[config.mk]
export PLATFORM = sky130hd
export DESIGN_NAME = tap_port_ctrl
export DESIGN_NICKNAME = d
export VERILOG_FILES = /design/src/rtl/tap_pkg.sv /design/src/rtl/tap_fsm.sv /design/src/rtl/tap_ir.sv /design/src/rtl/tap_dr.sv /design/src/rtl/tap_port_ctrl.sv
export SDC_FILE = /design/constraint.sdc
export NUM_CORES = 1
export LEC_CHECK = 0
export CORE_AREA = 8 8 91 93
export CTS_CLUSTER_SIZE = 40
export DETAILED_ROUTE_END_ITERATION = 16
export DIE_AREA = 0 0 99 101
export SYNTH_ARGS = -nofsm -noshare
export SYNTH_HDL_FRONTEND = slang
export SYNTH_SLANG_ARGS = --single-unit
[constraint.sdc]
create_clock -name tck -period 3.2 [get_ports tck]
set_clock_uncertainty 0.1 [all_clocks]
set_input_delay 0.64 -clock tck [delete_from_list [all_inputs] [get_ports tck]]
set_output_delay 0.64 -clock tck [all_outputs]
set_load 0.02 [all_outputs]
[src/rtl/tap_pkg.sv]
package tap_pkg;
  localparam int IR_W = 7;

  localparam logic [IR_W-1:0] OP_IDCODE = 7'b1111110;
  localparam logic [IR_W-1:0] OP_CLAMP  = 7'b1001001;
  localparam logic [IR_W-1:0] OP_HIZ    = 7'b1001010;
  localparam logic [IR_W-1:0] IR_CAPTURE = 7'b0000001;

  typedef enum logic [3:0] {
    ST_TLR, ST_RTI,
    ST_SEL_DR, ST_CAP_DR, ST_SH_DR, ST_EX1_DR, ST_PAU_DR, ST_EX2_DR, ST_UPD_DR,
    ST_SEL_IR, ST_CAP_IR, ST_SH_IR, ST_EX1_IR, ST_PAU_IR, ST_EX2_IR, ST_UPD_IR
  } tap_st_e;

  typedef enum logic [1:0] {
    DSEL_BYP = 2'd0,
    DSEL_ID  = 2'd1,
    DSEL_USR = 2'd2
  } dsel_e;
endpackage

[src/rtl/tap_fsm.sv]
module tap_fsm
  import tap_pkg::*;
(
  input  logic    tck,
  input  logic    trst_n,
  input  logic    tms,
  output tap_st_e st,
  output tap_st_e st_nx
);
  always_comb begin
    st_nx = st;
    unique case (st)
      ST_TLR:    st_nx = tms ? ST_TLR    : ST_RTI;
      ST_RTI:    st_nx = tms ? ST_SEL_DR : ST_RTI;
      ST_SEL_DR: st_nx = tms ? ST_SEL_IR : ST_CAP_DR;
      ST_CAP_DR: st_nx = tms ? ST_EX1_DR : ST_SH_DR;
      ST_SH_DR:  st_nx = tms ? ST_EX1_DR : ST_SH_DR;
      ST_EX1_DR: st_nx = tms ? ST_UPD_DR : ST_PAU_DR;
      ST_PAU_DR: st_nx = tms ? ST_EX2_DR : ST_PAU_DR;
      ST_EX2_DR: st_nx = tms ? ST_UPD_DR : ST_SH_DR;
      ST_UPD_DR: st_nx = tms ? ST_SEL_DR : ST_RTI;
      ST_SEL_IR: st_nx = tms ? ST_TLR    : ST_CAP_IR;
      ST_CAP_IR: st_nx = tms ? ST_EX1_IR : ST_SH_IR;
      ST_SH_IR:  st_nx = tms ? ST_EX1_IR : ST_SH_IR;
      ST_EX1_IR: st_nx = tms ? ST_UPD_IR : ST_PAU_IR;
      ST_PAU_IR: st_nx = tms ? ST_EX2_IR : ST_PAU_IR;
      ST_EX2_IR: st_nx = tms ? ST_UPD_IR : ST_SH_IR;
      ST_UPD_IR: st_nx = tms ? ST_SEL_DR : ST_RTI;
      default:   st_nx = ST_TLR;
    endcase
  end

  always_ff @(posedge tck or negedge trst_n) begin
    if (!trst_n) st <= ST_TLR;
    else         st <= st_nx;
  end
endmodule

[src/rtl/tap_ir.sv]
module tap_ir
  import tap_pkg::*;
#(
  parameter logic [IR_W-1:0] USR_OP = 7'b0100000
) (
  input  logic            tck,
  input  logic            trst_n,
  input  tap_st_e         st,
  input  tap_st_e         st_nx,
  input  logic            tdi,
  output logic [IR_W-1:0] ir_q,
  output logic            ir_tdo,
  output dsel_e           dsel,
  output logic            pin_clamp,
  output logic            pin_hiz
);
  logic [IR_W-1:0] ir_sh;

  // serial stage: capture fixed pattern, shift toward bit 0
  always_ff @(posedge tck or negedge trst_n) begin
    if (!trst_n) begin
      ir_sh <= '0;
    end else if (st == ST_CAP_IR) begin
      ir_sh <= IR_CAPTURE;
    end else if (st == ST_SH_IR) begin
      ir_sh <= {tdi, ir_sh[IR_W-1:1]};
    end
  end

  // active instruction: reset on entry to TLR, load at Update-IR
  always_ff @(posedge tck or negedge trst_n) begin
    if (!trst_n) begin
      ir_q <= OP_IDCODE;
    end else if (st_nx == ST_TLR) begin
      ir_q <= OP_IDCODE;
    end else if (st == ST_UPD_IR) begin
      ir_q <= ir_sh;
    end
  end

  assign ir_tdo = ir_sh[0];

  always_comb begin
    if (ir_q == OP_IDCODE)  dsel = DSEL_ID;
    else if (ir_q == USR_OP) dsel = DSEL_USR;
    else                     dsel = DSEL_BYP;
  end

  assign pin_clamp = (ir_q == OP_CLAMP);
  assign pin_hiz   = (ir_q == OP_HIZ);
endmodule

[src/rtl/tap_dr.sv]
module tap_dr
  import tap_pkg::*;
#(
  parameter int          ID_W   = 32,
  parameter int          USR_W  = 8,
  parameter logic [31:0] ID_G0  = 32'h09274013,
  parameter logic [31:0] ID_G1  = 32'h09275013,
  parameter logic [31:0] ID_G2  = 32'h09277013
) (
  input  logic             tck,
  input  logic             trst_n,
  input  tap_st_e          st,
  input  dsel_e            dsel,
  input  logic             tdi,
  input  logic [1:0]       grade_sel,
  output logic             dr_tdo,
  output logic [USR_W-1:0] udr_q
);
  localparam int NGRADE = 3;

  logic [31:0] grade_tab [NGRADE];
  assign grade_tab[0] = ID_G0;
  assign grade_tab[1] = ID_G1;
  assign grade_tab[2] = ID_G2;

  logic [ID_W-1:0] id_val;
  always_comb begin
    if (grade_sel == 2'b01)      id_val = grade_tab[1][ID_W-1:0];
    else if (grade_sel == 2'b10) id_val = grade_tab[2][ID_W-1:0];
    else                         id_val = grade_tab[0][ID_W-1:0];
  end

  logic cap, shf, upd;
  assign cap = (st == ST_CAP_DR);
  assign shf = (st == ST_SH_DR);
  assign upd = (st == ST_UPD_DR);

  // bypass stage
  logic byp_q;
  always_ff @(posedge tck or negedge trst_n) begin
    if (!trst_n)                          byp_q <= 1'b0;
    else if (dsel == DSEL_BYP && cap)     byp_q <= 1'b0;
    else if (dsel == DSEL_BYP && shf)     byp_q <= tdi;
  end

  // identification stage
  logic [ID_W-1:0] id_sh;
  always_ff @(posedge tck or negedge trst_n) begin
    if (!trst_n)                          id_sh <= '0;
    else if (dsel == DSEL_ID && cap)      id_sh <= id_val;
    else if (dsel == DSEL_ID && shf)      id_sh <= {tdi, id_sh[ID_W-1:1]};
  end

  // generic register: shift stage plus parallel shadow
  logic [USR_W-1:0] usr_sh;
  always_ff @(posedge tck or negedge trst_n) begin
    if (!trst_n)                          usr_sh <= '0;
    else if (dsel == DSEL_USR && cap)     usr_sh <= udr_q;
    else if (dsel == DSEL_USR && shf)     usr_sh <= {tdi, usr_sh[USR_W-1:1]};
  end

  always_ff @(posedge tck or negedge trst_n) begin
    if (!trst_n)                          udr_q <= '0;
    else if (dsel == DSEL_USR && upd)     udr_q <= usr_sh;
  end

  always_comb begin
    unique case (dsel)
      DSEL_ID:  dr_tdo = id_sh[0];
      DSEL_USR: dr_tdo = usr_sh[0];
      default:  dr_tdo = byp_q;
    endcase
  end
endmodule

[src/rtl/tap_port_ctrl.sv]
module tap_port_ctrl
  import tap_pkg::*;
#(
  parameter int                ID_W   = 32,
  parameter int                USR_W  = 8,
  parameter logic [IR_W-1:0]   USR_OP = 7'b0100000,
  parameter logic [31:0]       ID_G0  = 32'h09274013,
  parameter logic [31:0]       ID_G1  = 32'h09275013,
  parameter logic [31:0]       ID_G2  = 32'h09277013
) (
  input  logic             tck,
  input  logic             trst_n,
  input  logic             tms,
  input  logic             tdi,
  input  logic [1:0]       grade_sel,
  output logic             tdo,
  output logic             tdo_en,
  output logic             pin_clamp,
  output logic             pin_hiz,
  output logic [USR_W-1:0] udr_q
);
  tap_st_e         st, st_nx;
  logic [IR_W-1:0] ir_q;
  logic            ir_tdo, dr_tdo;
  dsel_e           dsel;

  tap_fsm u_fsm (
    .tck(tck), .trst_n(trst_n), .tms(tms), .st(st), .st_nx(st_nx)
  );

  tap_ir #(.USR_OP(USR_OP)) u_ir (
    .tck(tck), .trst_n(trst_n), .st(st), .st_nx(st_nx), .tdi(tdi),
    .ir_q(ir_q), .ir_tdo(ir_tdo), .dsel(dsel),
    .pin_clamp(pin_clamp), .pin_hiz(pin_hiz)
  );

  tap_dr #(
    .ID_W(ID_W), .USR_W(USR_W), .ID_G0(ID_G0), .ID_G1(ID_G1), .ID_G2(ID_G2)
  ) u_dr (
    .tck(tck), .trst_n(trst_n), .st(st), .dsel(dsel), .tdi(tdi),
    .grade_sel(grade_sel), .dr_tdo(dr_tdo), .udr_q(udr_q)
  );

  // output stage retimed to the falling edge
  always_ff @(negedge tck or negedge trst_n) begin
    if (!trst_n) begin
      tdo    <= 1'b0;
      tdo_en <= 1'b0;
    end else begin
      tdo    <= (st == ST_SH_IR) ? ir_tdo : dr_tdo;
      tdo_en <= (st == ST_SH_IR) || (st == ST_SH_DR);
    end
  end
endmodule

==> results.py, run 1 <==
metrics = {
    "worst_setup_path": {
        "critPathCaptureType": "register",
        "crit_start": "u_ir.ir_q[5]$_DFFE_PN1P_",
        "start_kind": "register",
        "critical_path_class": "register to register",
        "crit_arrival_ns": 1.71,
        "critical_path_required_ns": 1.66,
        "worst_r2r_startpoint": "u_ir.ir_q[5]$_DFFE_PN1P_",
        "crit_fanout": 2,
    },
    "pwr": {
        "switching_power_mw": 1.03,
        "peakVddDrop_uv": 336,
        "leakage_nw": 1.59,
        "power_density_nw_per_um2": 804,
        "switching_share": 0.361,
        "p_int_mw": 1.83,
        "p_comb_frac": 0.336,
        "pwr-share-seq": 0.454,
        "p_clk_frac": 0.210,
    },
    "worst_hold_path": {
        "worst_hold_path_type": "input pin to async pin",
    },
    "global_route": {
        "grt_pass1_vias": 2305,
        "grt_pass1_wl_um": 10900,
        "track_usage": 0.136,
        "grt_start_max_net_pins": 65,
        "antenna_found_initial": 0,
        "grt_overflow": 0,
    },
    "die": {
        "die_area_sq_um": 10000,
        "io_pins": 18,
        "initial_core_util": 0.441,
        "core_sq_um": 6940,
        "die_y_um": 101,
        "die_w_um": 99,
        "num_rows": 31,
    },
    "yosys": {
        "yosys.area.top_type": "dfrtp_1",
        "synth-edff-count": 0,
        "yosysTopAreaCellShare": 0.499,
        "syn_nets": 334,
        "synthCells": 327,
        "ys_seq_area_frac": 0.567,
        "netlist_area_sq_um": 3060,
        "synth.avg_cell_area_sq_um": 9.36,
        "synth-seq-cells": 69,
        "synth_area_leaders": "dfrtp_1 50%, nand2_1 12%, o21ai_0 8.2%",
        "synth_flop_cell": "dfrtp_1",
        "async_reset_ff_frac": 1.00,
        "ys_warn_count": 0,
        "synth.distinct_cells": 47,
    },
    "finish": {
        "fillers": 658,
        "fin_nets": 361,
        "synthToLayoutAreaGrowth_pct": 16.3,
        "final_layout_size_suffix_gt1_frac": 0.156,
        "fin_area_sq_um": 3560,
        "stdcell_count": 440,
        "n_antenna_cell": 0,
        "layout_common_cells": "94 x nand2_1, 61 x dfrtp_1, 50 x o21ai_0",
        "mostFrequentLayoutCell": "nand2_1",
    },
    "drt": {
        "vias_per_cell": 5.25,
        "drt_wl_total_um": 6170,
        "route.vias.total": 2311,
        "wl_met1_um": 2920,
        "first_pass_iters": 4,
        "wl_met2_um": 2950,
        "drt_iter0_markers": 117,
        "antenna_left": 0,
        "drc": 0,
        "avgRoutedWirePerCell_um": 14.0,
        "route.met3.wl_um": 199,
        "top_layer_used": "met4",
    },
    "place": {
        "placed_cell_area_sq_um": 3390,
        "routabilityCongestion": 0.863,
        "port-buffer-count": 17,
        "dp_hpwl_um": 4090,
        "place_inst": 424,
        "dp_slack_ns": -0.156,
    },
    "cts": {
        "cts_buffers": 9,
        "cts_root_buffer": "clkbuf_8",
        "cts_tree": "yes",
        "clk_pin_slew_ns": 0.07,
        "cts.sinks": 69,
        "cts_buffer_depth": 2,
        "ctsHoldBuffers": 0,
        "htree_levels": 3,
        "clock_latency_ns": 0.33,
    },
    "outcome": {
        "violations": "negative setup slack",
        "status": "complete, but fails checks",
    },
    "timing": {
        "setup_viol": 1,
        "tightest_slew_ns": 1.00,
        "fin_ws_ns": -0.0506,
        "setup_tns_ns": -0.0506,
        "rsz0062_at_grt": "true",
        "max_slew_margin": 0.330,
        "drv_slew": 0,
        "final_hold_viol_count": 0,
        "holdWs_ns": 0.145,
    },
    "run": {
        "cap_violations": 0,
    },
}
-- worst max-delay path, stage by stage, from the launching register on --
cell     delay, ns
dfstp_2       0.53
or4b_4        0.47
nor4_4        0.17
nor2_1        0.08
nand2_1       0.06
a31oi_1       0.06
-- per-layer routing --
metal / vias to the layer above / GRT usage
li1: 1164 / -
met1: 1116 / 0.167
met2: 22 / 0.223
met3: 9 / 0.0269
met4: 0 / 0.0720
met5: - / 0
-- stage by stage --
step	power (mW)	utilization
finish	2.86	0.513
global route	3.09	0.513
CTS	2.89	0.512
detailed placement	2.27	0.488
global placement	2.24	0.488
floorplan	1.95	-
-- logic make-up (layout without fill, tap and decap cells) --
logic type / Yosys count / after routing / share of synthesized area
buffers and inverters: 25 / 56 / 0.0368
AND/OR/NAND/NOR: 148 / 148 / 0.222
flip-flops: 69 / 69 / 0.567
adder cells (fa/ha/maj): 1 / 1 / 0.00409
multiplexers: 9 / 9 / 0.0327
XOR/XNOR: 1 / 1 / 0.00286
AO/OA/AOI/OAI: 74 / 74 / 0.135
-- repair_timing --
| item | CTS | global route |
|---|---|---|
| setup buffers | 1 | 0 |
| endpoints found under the hold margin | 0 | 0 |
| resized for setup | 11 | 1 |
| pin swaps | 1 | 0 |
| endpoints found under the setup margin | 3 | 2 |
-- state kept, by name, indices dropped and copies added (netlist names) --
name	cells
u_ir.ir_sh	7
u_dr.id_sh	32
tdo	1
u_dr.byp_q	1
tdo_en	1
u_dr.usr_sh	8
u_ir.ir_q	7
u_dr.udr_q	8
u_fsm.st	4
-- power by group through the flow --
stage	clock, mW	combinational (mW)	sequential, mW
floorplan	0	0.638	1.31
global placement	0	0.935	1.31
detailed placement	0	0.953	1.31
CTS	0.622	0.971	1.30
global route	0.653	1.10	1.33
finish	0.599	0.961	1.30
-- cells in the mapped netlist, types with 2 or more instances --
cell type and n:
a21oi_1 6, buf_2 3, buf_4 2, clkbuf_1 13, dfrtn_1 2, dfrtp_1 61, dfstp_2 6, inv_1 5
mux2_2 8, nand2_1 94, nand2b_1 2, nand3_1 11, nand3b_1 3, nor2_1 15, nor3_1 4, nor3b_1 2
nor4_1 2, o21ai_0 50, o22ai_1 8, or4_1 2, or4b_2 2
-- final cells by class --
| class | count | area, sq um | area share |
|---|---|---|---|
| clock buffer | 13 | 149 | 0.0418 |
| timing repair buffer | 36 | 307 | 0.0861 |
| inverter | 5 | 18.8 | 0.00527 |
| multi-input combinational | 233 | 1240 | 0.348 |
| clock inverter | 2 | 10.0 | 0.00281 |
| tap | 82 | 103 | 0.0288 |
| sequential | 69 | 1730 | 0.487 |
-- final timing paths --
path | slack [ns] | cells after the start | endpoint
min in group tck | 0.38 | 2 | u_dr.id_sh[13]$_DFFE_PN0P_
worst max register to register | -0.05 | 5 | tdo$_DFF_NN0_
worst max-delay path | -0.05 | 5 | tdo$_DFF_NN0_
worst min register to register | 0.38 | 2 | u_dr.id_sh[13]$_DFFE_PN0P_
max in group asynchronous | 1.02 | 1 | tdo$_DFF_NN0_
worst min-delay path | 0.14 | 1 | u_ir.ir_q[0]$_DFFE_PN0P_
(Power assumes the default switching activity.)
==> run 2, diff against run 1 <==
--- a/config.mk
+++ b/config.mk
@@ -5,10 +5,12 @@
 export SDC_FILE = /design/constraint.sdc
 export NUM_CORES = 1
 export LEC_CHECK = 0
-export CORE_AREA = 8 8 91 93
+export ABC_AREA = 1
+export CORE_AREA = 2 2 88 90
 export CTS_CLUSTER_SIZE = 40
 export DETAILED_ROUTE_END_ITERATION = 16
-export DIE_AREA = 0 0 99 101
+export DIE_AREA = 0 0 90 92
+export RECOVER_POWER = 100
 export SYNTH_ARGS = -nofsm -noshare
 export SYNTH_HDL_FRONTEND = slang
 export SYNTH_SLANG_ARGS = --single-unit
==> run 2 against run 1 <==
The flow now finishes without violations. Sequential share of layout area fell by 2.3 points. Non-clock buffer count fell by 7. Die area is 17% lower. Register-to-register slack better by 0.11 ns. Synthesized cell count up 21%. Count of clock-buffer cells in the layout decreased by 4. Global-route usage up 3.3 points. Setup slack better by 0.055 ns. Via count is 9.3% higher. Clock power up 18%. Power rose by 26%. Highest routed layer unchanged.
==> results.py, run 2 <==
metrics = {
    "worst_setup_path": {
        "crit_family": "flip-flops",
        "crit_slowest_cell": "dfrtn_1",
        "start_kind": "register",
        "crit_path_end": "tdo",
        "crit_buf_inv": 1,
        "cp_cell_sequence": "buf_6",
        "critPathCaptureType": "output pin",
        "r2r_end": "tdo$_DFF_NN0_",
        "critical_path_class": "register to output pin",
        "ff2ff_path_depth": 7,
        "crit_fanout": 1,
        "critical_path_required_ns": 2.46,
        "reg2reg_slack_ns": 0.06,
        "cp_slowest_stage_delay_ns": 0.41,
        "crit_arrival_ns": 2.46,
        "cp_num_cells": 1,
        "crit_start": "tdo$_DFF_NN0_",
        "worst_r2r_startpoint": "u_ir.ir_q[1]$_DFFE_PN1P_",
    },
    "yosys": {
        "synthCells": 395,
        "yosys.area.top_type": "dfrtp_1",
        "async_reset_ff_frac": 1.00,
        "synth.most_common_cell": "nand2_1",
        "synth-edff-count": 0,
        "synth-seq-cells": 69,
        "ys_warn_count": 0,
        "synth_area_leaders": "dfrtp_1 47%, nand2_1 11%, inv_1 6.0%",
        "synth_flop_cell": "dfrtp_1",
        "syn_nets": 402,
        "synth.distinct_cells": 33,
        "synth.avg_cell_area_sq_um": 8.28,
        "synthTopCellsByCount": "92 x nand2_1, 61 x dfrtp_1, 52 x inv_1",
        "ys_seq_area_frac": 0.530,
        "netlist_area_sq_um": 3270,
        "yosysTopAreaCellShare": 0.467,
    },
    "finish": {
        "largest_reg_flops": 32,
        "fin_nets": 427,
        "fin_util": 0.501,
        "regMostFlops": "u_dr.id_sh",
        "final_layout_size_suffix_gt1_frac": 0.118,
        "fin_area_sq_um": 3730,
        "reg_top3": "u_dr.id_sh (32), u_dr.udr_q (8), u_dr.usr_sh (8)",
        "n_antenna_cell": 0,
        "layout_common_cells": "92 x nand2_1, 61 x dfrtp_1, 54 x inv_1",
        "stdcell_count": 527,
        "synthToLayoutAreaGrowth_pct": 14.1,
        "mostFrequentLayoutCell": "nand2_1",
    },
    "die": {
        "io_pins": 18,
        "initial_core_util": 0.439,
        "die_y_um": 92,
        "die_area_sq_um": 8280,
        "num_rows": 32,
        "core_sq_um": 7450,
        "die_w_um": 90,
    },
    "cts": {
        "cts_buffers": 9,
        "clk_pin_slew_ns": 0.07,
        "cts.sinks": 69,
        "htree_levels": 3,
        "cts_root_buffer": "clkbuf_8",
        "ctsHoldBuffers": 0,
        "cts_tree": "yes",
        "clock_latency_ns": 0.34,
        "cts_buffer_depth": 2,
    },
    "drt": {
        "drt_iter0_markers": 156,
        "avgRoutedWirePerCell_um": 12.0,
        "drt_wl_total_um": 6350,
        "drc": 0,
        "first_pass_iters": 4,
        "route.vias.total": 2525,
        "antenna_left": 0,
        "vias_per_cell": 4.79,
    },
    "pwr": {
        "p_int_mw": 2.14,
        "switching_power_mw": 1.46,
        "power_density_nw_per_um2": 963,
        "pwr-share-seq": 0.370,
        "peakVddDrop_uv": 354,
        "p_clk_frac": 0.197,
        "p_comb_frac": 0.433,
        "leakage_nw": 1.89,
        "switching_share": 0.405,
    },
    "place": {
        "port-buffer-count": 17,
        "dp_hpwl_um": 4290,
        "place_inst": 510,
        "routabilityCongestion": 0.900,
        "dp_slack_ns": -0.0976,
        "placed_cell_area_sq_um": 3550,
    },
    "outcome": {
        "status": "finished clean",
    },
    "timing": {
        "rsz0062_at_grt": "true",
        "fin_ws_ns": 0.00391,
        "holdWs_ns": 0.382,
        "final_hold_viol_count": 0,
        "drv_slew": 0,
        "setup_viol": 0,
        "tightest_slew_ns": 1.28,
        "max_slew_margin": 0.148,
    },
    "global_route": {
        "grt_overflow": 0,
        "grt_pass1_vias": 2467,
        "antenna_found_initial": 0,
        "grt_start_max_net_pins": 54,
        "track_usage": 0.170,
        "grt_pass1_wl_um": 11300,
    },
    "run": {
        "cap_violations": 0,
    },
    "worst_hold_path": {
        "worst_hold_path_type": "register to register",
    },
}
## run 2: worst min-delay path by stage
stage	startpoint	end	slack (ns)	cells past startpoint
2_1_floorplan	trst_n	u_dr.byp_q$_DFFE_PN0P_	0.24	0
3_3_place_gp	u_dr.id_sh[31]$_DFFE_PN0P_	u_dr.id_sh[31]$_DFFE_PN0P_	0.36	2
3_5_place_dp	u_dr.id_sh[12]$_DFFE_PN0P_	u_dr.id_sh[12]$_DFFE_PN0P_	0.37	2
4_1_cts	trst_n	u_dr.usr_sh[4]$_DFFE_PN0P_	0.27	2
5_1_grt	u_dr.id_sh[26]$_DFFE_PN0P_	u_dr.id_sh[26]$_DFFE_PN0P_	0.42	2
6_report	u_dr.id_sh[31]$_DFFE_PN0P_	u_dr.id_sh[31]$_DFFE_PN0P_	0.38	2
## run 2: worst reg2reg max path: cells and delay by family, from the launching register on
kind / cells / cell delay (ns)
flops: 1 / 0.55
simple gates: 5 / 0.59
compound gates: 2 / 0.14
## run 2: power groups by stage
stage                     Sequential (mW)  Clock, mW  Combinational [mW]
after CTS                            1.34      0.733                1.58
final                                1.33      0.708                1.56
after global placement               1.34          0                1.56
after global routing                 1.36      0.771                1.80
after floorplan                      1.33          0                1.22
after detailed placement             1.35          0                1.58
## run 2: metrics by stage
stage | total power, mW | setup TNS, ns
6_report | 3.59 | 0
2_1_floorplan | 2.55 | 0
3_5_place_dp | 2.93 | -0.194
5_1_grt | 3.94 | -0.0399
4_1_cts | 3.65 | -0.00698
3_3_place_gp | 2.90 | -0.202
## run 2: timing repair
item                                    4_1_cts  5_1_grt
endpoints found under the setup margin        2        3
gates resized for setup                      11        5
setup buffers                                 0        1
pin swaps                                     0        5
## run 2: kinds of logic (layout without fill, tap and decap cells)
logic type | count (synthesis) | count (layout) | share of synthesized area
flip-flops | 69 | 69 | 0.530
AND/OR/NAND/NOR | 166 | 166 | 0.225
buffers and inverters | 78 | 108 | 0.102
AO/OA/AOI/OAI | 81 | 81 | 0.139
adder cells (fa/ha/maj) | 1 | 1 | 0.00382
## run 2: layer usage
layer,global-route usage,up-vias,routed length [um]
met5,0,-,0
met4,0.0782,0,91
met3,0.0337,9,215
met2,0.262,30,2850
met1,0.233,1171,3190
li1,-,1315,-
## run 2: area by class of cell
type | instances | area (sq um)
fillers | 747 | 3720
flip-flops and latches | 69 | 1730
multi-input cells | 248 | 1190
repair buffers | 29 | 240
inverters | 63 | 236
well taps | 102 | 128
clock buffers | 9 | 124
clock inverters | 7 | 75.1
==> run 3, diff against run 2 <==
--- a/config.mk
+++ b/config.mk
@@ -7,10 +7,12 @@
 export LEC_CHECK = 0
 export ABC_AREA = 1
 export CORE_AREA = 2 2 88 90
+export CTS_CLUSTER_DIAMETER = 100
 export CTS_CLUSTER_SIZE = 40
 export DETAILED_ROUTE_END_ITERATION = 16
 export DIE_AREA = 0 0 90 92
-export RECOVER_POWER = 100
+export MAX_ROUTING_LAYER = met4
+export RECOVER_POWER = 25
 export SYNTH_ARGS = -nofsm -noshare
 export SYNTH_HDL_FRONTEND = slang
 export SYNTH_SLANG_ARGS = --single-unit
==> run 3 against run 2 <==
Routed wire length rose by 0.46%. Combinational power rose by 5%. Worst hold slack better by 0.0026 ns. Setup slack got worse by 0.0016 ns. Register-to-register slack about the same. Largest power group unchanged.
==> results.py, run 3 (synthesis results as in run 2) <==
metrics = {
    "outcome": {
        "status": "finished clean",
    },
    "die": {
        "num_rows": 32,
        "initial_core_util": 0.439,
        "core_sq_um": 7450,
        "die_y_um": 92,
        "io_pins": 18,
        "die_area_sq_um": 8280,
        "die_w_um": 90,
    },
    "finish": {
        "stdcell_count": 527,
        "fillers": 740,
        "multi_input_area_sq_um": 1220,
        "final_layout_size_suffix_gt1_frac": 0.144,
        "regArea_sq_um": 1730,
        "largest_reg_flops": 32,
        "layout_common_cells": "91 x nand2_1, 61 x dfrtp_1, 52 x inv_1",
        "synthToLayoutAreaGrowth_pct": 15.1,
        "n_antenna_cell": 0,
        "reg_top3": "u_dr.id_sh (32), u_dr.udr_q (8), u_dr.usr_sh (8)",
        "mostFrequentLayoutCell": "nand2_1",
        "fin_nets": 427,
        "regMostFlops": "u_dr.id_sh",
    },
    "place": {
        "dp_slack_ns": -0.0976,
        "port-buffer-count": 17,
        "dp_hpwl_um": 4290,
        "place_inst": 510,
        "routabilityCongestion": 0.915,
    },
    "worst_setup_path": {
        "critical_path_class": "register to output pin",
        "critPathCaptureType": "output pin",
        "start_kind": "register",
        "cp_num_cells": 1,
        "worst_r2r_startpoint": "u_ir.ir_q[1]$_DFFE_PN1P_",
        "crit_arrival_ns": 2.46,
        "crit_fanout": 1,
        "crit_family": "flip-flops",
        "crit_buf_inv": 1,
        "critical_path_required_ns": 2.46,
        "cp_slowest_stage_delay_ns": 0.41,
        "r2r_end": "tdo$_DFF_NN0_",
        "crit_slowest_cell": "dfrtn_1",
        "ff2ff_path_depth": 7,
        "cp_cell_sequence": "buf_6",
        "reg2reg_slack_ns": 0.05,
    },
    "timing": {
        "setup_viol": 0,
        "fin_ws_ns": 0.00229,
        "final_hold_viol_count": 0,
        "rsz0062_at_grt": "true",
        "tightest_slew_ns": 1.28,
        "max_slew_margin": 0.146,
        "drv_slew": 0,
    },
    "run": {
        "cap_violations": 0,
    },
    "global_route": {
        "track_usage": 0.175,
        "grt_start_max_net_pins": 54,
        "antenna_found_initial": 0,
        "top_usage_layer": "met2",
        "grt_pass1_wl_um": 11400,
        "grt_use_met2": 0.262,
        "grt_util_met1": 0.234,
        "met3_usage": 0.0329,
        "grt_overflow": 0,
        "grt_pass1_vias": 2469,
    },
    "pwr": {
        "power_density_nw_per_um2": 979,
        "total_power_mw": 3.68,
        "leakage_nw": 1.86,
        "peakVddDrop_uv": 361,
    },
    "drt": {
        "first_pass_iters": 4,
        "avgRoutedWirePerCell_um": 12.1,
        "vias_per_cell": 4.78,
        "drt_iter0_markers": 179,
        "antenna_left": 0,
        "drc": 0,
        "route.vias.total": 2520,
        "drt_wl_total_um": 6370,
    },
    "cts": {
        "cts_buffer_depth": 2,
        "clk_pin_slew_ns": 0.07,
        "cts_tree": "yes",
        "cts_root_buffer": "clkbuf_8",
        "cts_buffers": 9,
        "cts.sinks": 69,
        "htree_levels": 3,
        "ctsHoldBuffers": 0,
        "clock_latency_ns": 0.34,
    },
    "worst_hold_path": {
        "holdPathEnd": "u_dr.id_sh[31]$_DFFE_PN0P_",
        "hold_path_depth": 2,
        "worst_hold_path_type": "register to register",
        "hold_start": "u_dr.id_sh[31]$_DFFE_PN0P_",
    },
}
[run 3: final cells by class]
type	instances	area share
repair buffers	29	0.0665
inverters	63	0.0631
clock inverters	7	0.0199
flip-flops and latches	69	0.461
multi-input cells	248	0.323
well taps	102	0.0339
clock buffers	9	0.0329
[run 3: report_power, final]
| part | leakage, nW | switching, mW | total [mW] | internal, mW |
|---|---|---|---|---|
| clock | 0.0918 | 0.348 | 0.710 | 0.362 |
| combinational | 0.898 | 1.01 | 1.64 | 0.628 |
| sequential | 0.872 | 0.147 | 1.34 | 1.19 |
[run 3: worst max-delay path by stage]
| stage | from | endpoint | slack, ns |
|---|---|---|---|
| floorplan | u_ir.ir_q[2]$_DFFE_PN1P_ | tdo$_DFF_NN0_ | 0.07 |
| global placement | tdo$_DFF_NN0_ | tdo | -0.11 |
| detailed placement | tdo$_DFF_NN0_ | tdo | -0.1 |
| CTS | tdo$_DFF_NN0_ | tdo | -0.007 |
| global route | u_ir.ir_q[1]$_DFFE_PN1P_ | tdo$_DFF_NN0_ | -0.02 |
| finish | tdo$_DFF_NN0_ | tdo | 0.002 |
[run 3: layer usage]
metal  wire (um)  up-vias
met5           0        -
met3         217       10
met4         102        0
met2        2830       36
li1            -     1319
met1        3230     1155
[run 3: what timing repair did]
item                                    4_1_cts  5_1_grt
pin swaps                                     0        5
gates resized for setup                      11        5
setup buffers                                 0        1
endpoints found under the setup margin        2        3
[run 3: per-stage QoR]
stage	util	area, sq um	hold slack [ns]	setup TNS [ns]
finish	0.506	3760	0.385	0
global route	0.506	3760	0.419	-0.0397
CTS	0.503	3750	0.271	-0.00698
detailed placement	0.477	3550	0.368	-0.194
global placement	0.477	3550	0.365	-0.202
floorplan	-	3270	0.244	0
